==> config.mk <==
export PLATFORM = sky130hd
export DESIGN_NAME = tlb_multisize
export DESIGN_NICKNAME = d
export VERILOG_FILES = /design/src/rtl/tlb_pkg.sv /design/src/rtl/tlb_tag_cam.sv /design/src/rtl/tlb_first_hit.sv /design/src/rtl/tlb_victim_rr.sv /design/src/rtl/tlb_multisize.sv
export SDC_FILE = /design/constraint.sdc
export NUM_CORES = 2
export LEC_CHECK = 0
export ABC_CLOCK_PERIOD_IN_PS = 7250
export BUFFER_PORTS_ARGS = -buffer_cell sky130_fd_sc_hd__clkbuf_2
export CAP_MARGIN = 5
export CORE_AREA = 2 2 545 547
export CTS_BUF_LIST = sky130_fd_sc_hd__clkbuf_8
export CTS_CLUSTER_DIAMETER = 60
export DETAILED_ROUTE_END_ITERATION = 10
export DIE_AREA = 0 0 547 549
export PLACE_DENSITY = 0.68
export SLEW_MARGIN = 20
export SYNTH_ARGS = -nofsm -noshare
export SYNTH_HDL_FRONTEND = slang
export SYNTH_SLANG_ARGS = --single-unit
==> constraint.sdc <==
create_clock -name clk -period 7.25 [get_ports clk]
set_input_delay 1.45 -clock clk [delete_from_list [all_inputs] [get_ports clk]]
set_output_delay 1.45 -clock clk [all_outputs]
set_load 0.01 [all_outputs]
==> src/rtl/tlb_pkg.sv <==
package tlb_pkg;
  localparam int VA_W   = 32;
  localparam int TAG_LSB = 10;
  localparam int TAG_W  = VA_W - TAG_LSB;

  typedef enum logic [1:0] {
    SZ_SECTION = 2'b00,
    SZ_LARGE   = 2'b01,
    SZ_SMALL   = 2'b10,
    SZ_TINY    = 2'b11
  } pg_size_e;

  // Tag bits (VA[31:10]) that take part in the compare for each size.
  function automatic logic [TAG_W-1:0] tag_mask(input pg_size_e sz);
    logic [TAG_W-1:0] m;
    case (sz)
      SZ_SECTION: m = {{12{1'b1}}, {10{1'b0}}};
      SZ_LARGE:   m = {{16{1'b1}}, {6{1'b0}}};
      SZ_SMALL:   m = {{20{1'b1}}, {2{1'b0}}};
      default:    m = {TAG_W{1'b1}};
    endcase
    return m;
  endfunction
endpackage

==> src/rtl/tlb_tag_cam.sv <==
module tlb_tag_cam
  import tlb_pkg::*;
#(
  parameter int N = 64
) (
  input  logic [N-1:0]            ent_valid,
  input  logic [N-1:0][TAG_W-1:0] ent_tag,
  input  logic [N-1:0][1:0]       ent_size,
  input  logic [TAG_W-1:0]        probe,
  output logic [N-1:0]            match
);
  for (genvar i = 0; i < N; i++) begin : g_cmp
    logic [TAG_W-1:0] care;
    assign care     = tag_mask(pg_size_e'(ent_size[i]));
    assign match[i] = ent_valid[i] && (((ent_tag[i] ^ probe) & care) == '0);
  end
endmodule

==> src/rtl/tlb_first_hit.sv <==
module tlb_first_hit #(
  parameter int N  = 64,
  parameter int IW = $clog2(N)
) (
  input  logic [N-1:0]  vec,
  output logic          any,
  output logic [IW-1:0] idx
);
  always_comb begin
    any = |vec;
    idx = '0;
    for (int i = N - 1; i >= 0; i--) begin
      if (vec[i]) idx = IW'(i);
    end
  end
endmodule

==> src/rtl/tlb_victim_rr.sv <==
module tlb_victim_rr #(
  parameter int N  = 64,
  parameter int IW = $clog2(N)
) (
  input  logic          clk,
  input  logic          rst_n,
  input  logic [IW-1:0] lock_base,
  input  logic          advance,
  output logic [IW-1:0] victim
);
  logic [IW-1:0] ptr_q;
  logic [IW-1:0] ptr_nxt;

  always_comb begin
    victim  = (ptr_q < lock_base) ? lock_base : ptr_q;
    ptr_nxt = (victim == IW'(N - 1)) ? lock_base : victim + 1'b1;
  end

  always_ff @(posedge clk) begin
    if (!rst_n)       ptr_q <= '0;
    else if (advance) ptr_q <= ptr_nxt;
  end
endmodule

==> src/rtl/tlb_multisize.sv <==
module tlb_multisize
  import tlb_pkg::*;
#(
  parameter  int N_ENTRIES = 64,
  localparam int IW        = $clog2(N_ENTRIES)
) (
  input  logic             clk,
  input  logic             rst_n,
  input  logic             lk_valid,
  output logic             lk_ready,
  input  logic [VA_W-1:0]  lk_va,
  output logic             rs_valid,
  input  logic             rs_ready,
  output logic             rs_hit,
  output logic [VA_W-1:0]  rs_pa,
  output logic [1:0]       rs_size,
  input  logic             rf_valid,
  output logic             rf_ready,
  input  logic [TAG_W-1:0] rf_tag,
  input  logic [TAG_W-1:0] rf_base,
  input  logic [1:0]       rf_size,
  input  logic             inv_all,
  input  logic             inv_one,
  input  logic [TAG_W-1:0] inv_tag,
  input  logic [IW-1:0]    lock_base
);
  localparam int N = N_ENTRIES;

  // Entry storage
  logic [N-1:0]            ent_valid;
  logic [N-1:0][TAG_W-1:0] ent_tag;
  logic [N-1:0][TAG_W-1:0] ent_base;
  logic [N-1:0][1:0]       ent_size;

  // Lookup path
  logic [N-1:0]  lk_match;
  logic          lk_any;
  logic [IW-1:0] lk_idx;
  logic          lk_fire;
  logic [TAG_W-1:0] hit_mask;
  logic [VA_W-1:0]  hit_pa;

  // Invalidate / refill path
  logic [N-1:0]  inv_match;
  logic [N-1:0]  unlocked;
  logic [N-1:0]  clr_vec;
  logic [IW-1:0] victim;
  logic          rf_fire;

  tlb_tag_cam #(.N(N)) u_cam_lk (
    .ent_valid(ent_valid), .ent_tag(ent_tag), .ent_size(ent_size),
    .probe(lk_va[VA_W-1:TAG_LSB]), .match(lk_match)
  );

  tlb_tag_cam #(.N(N)) u_cam_inv (
    .ent_valid(ent_valid), .ent_tag(ent_tag), .ent_size(ent_size),
    .probe(inv_tag), .match(inv_match)
  );

  tlb_first_hit #(.N(N), .IW(IW)) u_first (
    .vec(lk_match), .any(lk_any), .idx(lk_idx)
  );

  tlb_victim_rr #(.N(N), .IW(IW)) u_victim (
    .clk(clk), .rst_n(rst_n), .lock_base(lock_base),
    .advance(rf_fire), .victim(victim)
  );

  for (genvar i = 0; i < N; i++) begin : g_lock
    assign unlocked[i] = (IW'(i) >= lock_base);
  end

  // Invalidation takes the cycle; refill waits.
  assign rf_ready = !(inv_all || inv_one);
  assign rf_fire  = rf_valid && rf_ready;

  always_comb begin
    clr_vec = '0;
    if (inv_all) clr_vec = clr_vec | unlocked;
    if (inv_one) clr_vec = clr_vec | inv_match;
  end

  always_ff @(posedge clk) begin
    if (!rst_n) begin
      ent_valid <= '0;
    end else if (inv_all || inv_one) begin
      ent_valid <= ent_valid & ~clr_vec;
    end else if (rf_fire) begin
      ent_valid[victim] <= 1'b1;
    end
  end

  always_ff @(posedge clk) begin
    if (rf_fire) begin
      ent_tag[victim]  <= rf_tag;
      ent_base[victim] <= rf_base;
      ent_size[victim] <= rf_size;
    end
  end

  // Translation of the winning entry
  always_comb begin
    hit_mask = tag_mask(pg_size_e'(ent_size[lk_idx]));
    hit_pa   = {(ent_base[lk_idx] & hit_mask) |
                (lk_va[VA_W-1:TAG_LSB] & ~hit_mask),
                lk_va[TAG_LSB-1:0]};
  end

  // Single-slot result stage with valid/ready
  assign lk_ready = !rs_valid || rs_ready;
  assign lk_fire  = lk_valid && lk_ready;

  always_ff @(posedge clk) begin
    if (!rst_n) begin
      rs_valid <= 1'b0;
      rs_hit   <= 1'b0;
      rs_pa    <= '0;
      rs_size  <= '0;
    end else if (lk_fire) begin
      rs_valid <= 1'b1;
      rs_hit   <= lk_any;
      rs_pa    <= lk_any ? hit_pa : '0;
      rs_size  <= lk_any ? ent_size[lk_idx] : 2'b00;
    end else if (rs_ready) begin
      rs_valid <= 1'b0;
    end
  end
endmodule

==> flow_metrics.env <==
export IMPL_finClkSkew_ps=85.5
export IMPL_fill_cells=23600
export IMPL_viasPerCell=6.40
export IMPL_wl_per_cell_um=37.1
export IMPL_num_vias=104000
export IMPL_drc_errors=1
export IMPL_cts_resized=0
export IMPL_irDropWorstVdd_mv=0.213
export IMPL_crit_path_end_kind="flop"
export IMPL_antenna_left=0
export IMPL_slew_headroom=0.0882
export IMPL_clk_latency_ps=1220
export IMPL_async_flop_share=0
export IMPL_clockRootBuffer="clkbuf_8"
export IMPL_muxShareOfSynthArea=0.0531
export IMPL_cts_buffers=532
export IMPL_io_pins=151
export IMPL_worstMarginPinSlew_ps=1360
export IMPL_syn_area_per_cell_um2=13.8
export IMPL_synth_main_ff_cell="edfxtp_1"
export IMPL_synth_warnings=0
export IMPL_crit_type="in2reg"
export IMPL_cts_tree="yes"
export IMPL_dpl_instance_area_mm2=0.160
export IMPL_seq_area_frac_synth=0.618
export IMPL_setup_ws_ps=208
export IMPL_p_leak_uw=0.0577
export IMPL_final_cell_mix="edfxtp_1 (2944), xnor2_1 (1592), xor2_1 (1229)"
export IMPL_grt_max_degree=81
export IMPL_hold_class="reg2reg"
export IMPL_die_area_mm2=0.300
export IMPL_netlist_area_mm2=0.146
export IMPL_rsz0062_at_grt="false"
export IMPL_area_growth_pct=15.9
export IMPL_grt_usage=0.392
export IMPL_slew_violations=0
export IMPL_grt_overflow=0
export IMPL_finalCriticalPeriod_ps=7040
export IMPL_die_w_um=547
export IMPL_synth_top_family_by_area="XOR/XNOR gates"
export IMPL_drive_gt1_frac=0.180
export IMPL_critPathLaunchType="input port"
export IMPL_p_comb_frac=0.068
export IMPL_wl_mm=601
export IMPL_fp_coreArea_mm2=0.295
export IMPL_finalInstanceArea_mm2=0.170
export IMPL_p_sw_frac=0.252
export IMPL_first_pass_iters=11
export IMPL_nets=12000
export IMPL_p_per_area_mw_per_mm2=218
export IMPL_pwr_share_seq=0.524
export IMPL_post_cts_buffers=0
export IMPL_synthAdderAreaFrac=0.000513
export IMPL_drt_iter0_markers=15000
export IMPL_antenna_found_initial=49
export IMPL_fin_crit_sh=0.971
export IMPL_synth_simple_area_share=0.0752
export IMPL_fmax_ghz=0.142
export IMPL_power_frac_clock=0.408
export IMPL_cts_max_path_buffers=4
export IMPL_ys_ff_latch=3050
export IMPL_drv_cap=0
export IMPL_synthDistinctLibCells=98
export IMPL_synth_xor_area_frac=0.169
export IMPL_critPathMaxFanout=42
export IMPL_finalSetupViolCount=0
export IMPL_fp_row_count=200
export IMPL_violations="DRC"
export IMPL_die_h_um=549
export IMPL_synth_compound_area_frac=0.0597
export IMPL_cts_clk_slew_worst_paths_ps=60
export IMPL_grt_pass1_vias=101000
export IMPL_place_ws_ps=-698
export IMPL_dp_hpwl_mm=401
export IMPL_cts_sinks=3050
export IMPL_htreeDepth=6
export IMPL_synth_edf_count=2944
export IMPL_grt_pass1_wl_mm=815
export IMPL_start_util=0.496
export IMPL_synth_fp_nets=10800
export IMPL_syn_inst=10600
export IMPL_cp_arrival_ps=8170
export IMPL_internal_power_uw=27600
export IMPL_gp_congestion=1.05
export IMPL_cts_hold_fix_buffers=0
export IMPL_outcome="complete, but fails checks"
export IMPL_io_buffers=150
export IMPL_hold_viol=0
export IMPL_power_switching_uw=9310
export IMPL_final_common_cell="edfxtp_1"
export IMPL_worstPathRequired_ps=8380
-- metrics by stage --
stage / power [uW] / utilization / hold WS (ps) / setup TNS [ps] / cells
CTS: 37000 / 0.575 / 375 / 0 / 16200
global route: 37800 / 0.575 / 472 / 0 / 16200
floorplan: 20900 / - / 457 / 0 / 10600
global placement: 22100 / 0.541 / 449 / -10870 / 15200
finish: 36900 / 0.575 / 453 / 0 / 16200
detailed placement: 22200 / 0.542 / 458 / -10220 / 15200
-- worst max-delay path: stages --
cell and delay (ps):
buf_4 410, buf_12 190, buf_4 140, xor2_1 70, nor4_1 400, buf_4 190
a32oi_1 200, buf_4 220, nor4_1 360, buf_4 180, nand2_1 40, a21oi_1 140
a311o_1 300, buf_4 170, a211oi_2 80, buf_4 190, o21ai_4 280, buf_12 190
buf_12 270, buf_12 330, buf_4 440, mux2i_1 130, a22o_1 240, o21ai_0 160
o31ai_1 130, a21oi_1 660, o211ai_1 250, o211ai_1 140
-- path summary, 6_finish.rpt --
kind,from,end,slack [ps],depth (start not counted)
min reg2reg,rs_pa[31]$_SDFFE_PN0P_,rs_pa[31]$_SDFFE_PN0P_,450,2
max reg2reg,ent_tag[1017]$_DFFE_PP_,rs_pa[16]$_SDFFE_PN0P_,750,25
min,rs_pa[31]$_SDFFE_PN0P_,rs_pa[31]$_SDFFE_PN0P_,450,2
max,lk_va[14],rs_pa[16]$_SDFFE_PN0P_,210,28
-- layer usage --
metal,part of all wire,global-route usage
met2,0.44,0.593
met4,0.079,0.260
met3,0.11,0.0888
met5,0.00044,0
met1,0.37,0.506
-- power by group through the flow --
stage / clock, uW / combinational, uW / sequential (uW)
2_1_floorplan: 0 / 1210 / 19700
3_3_place_gp: 0 / 2400 / 19700
3_5_place_dp: 0 / 2420 / 19700
4_1_cts: 15200 / 2430 / 19400
5_1_grt: 15900 / 2560 / 19400
6_report: 15100 / 2510 / 19400
-- synth_stat cells, types with 31 or more instances --
| library cell | n | share of area |
|---|---|---|
| mux4_2 | 31 | 0.0048 |
| dfxtp_1 | 106 | 0.014 |
| a31oi_1 | 35 | 0.0015 |
| nor2_1 | 280 | 0.0072 |
| a21oi_1 | 302 | 0.010 |
| buf_4 | 133 | 0.0068 |
| a32o_1 | 32 | 0.0022 |
| nand2_1 | 499 | 0.013 |
| o41ai_1 | 41 | 0.0025 |
| buf_2 | 99 | 0.0034 |
| mux2_2 | 132 | 0.010 |
| nand3_1 | 178 | 0.0061 |
| a211oi_1 | 134 | 0.0069 |
| a22oi_1 | 65 | 0.0033 |
| o21ai_0 | 337 | 0.012 |
| nor3_1 | 56 | 0.0019 |
| xnor2_1 | 1592 | 0.095 |
| nor4_1 | 388 | 0.017 |
| xor2_1 | 1229 | 0.074 |
| mux2i_1 | 559 | 0.038 |
| clkbuf_1 | 196 | 0.0050 |
| a221oi_1 | 58 | 0.0035 |
| buf_1 | 67 | 0.0017 |
| buf_6 | 60 | 0.0046 |
| inv_1 | 81 | 0.0021 |
| nand4_1 | 474 | 0.020 |
| a221o_1 | 37 | 0.0025 |
| nor2b_1 | 57 | 0.0024 |
| edfxtp_1 | 2944 | 0.60 |
-- final cells by class --
| class | instances | area, um2 | area share |
|---|---|---|---|
| Antenna cell | 17 | 42.5 | 0.000251 |
| Timing Repair Buffer | 1218 | 10900 | 0.0645 |
| Clock inverter | 389 | 2180 | 0.0129 |
| Tap cell | 3939 | 4930 | 0.0291 |
| Multi-Input combinational cell | 6947 | 53100 | 0.313 |
| Sequential cell | 3050 | 90500 | 0.534 |
| Inverter | 84 | 318 | 0.00187 |
| Clock buffer | 553 | 7610 | 0.0449 |
-- cells by family after synthesis --
| group | Yosys count |
|---|---|
| compound gates | 1306 |
| flops | 3050 |
| xor+xnor | 2824 |
| mux | 722 |
| simple gates | 2089 |
| fa+ha+maj | 6 |
| buf+inv | 640 |
-- flip-flops by register name, indices dropped and copies added (netlist names), 2 cells and up --
| register | count |
|---|---|
| ent_tag | 1408 |
| rs_pa | 32 |
| ent_size | 128 |
| u_victim.ptr_q | 6 |
| ent_valid | 64 |
| ent_base | 1408 |
| rs_size | 2 |
Note: power is estimated with default switching activity, not from simulation.
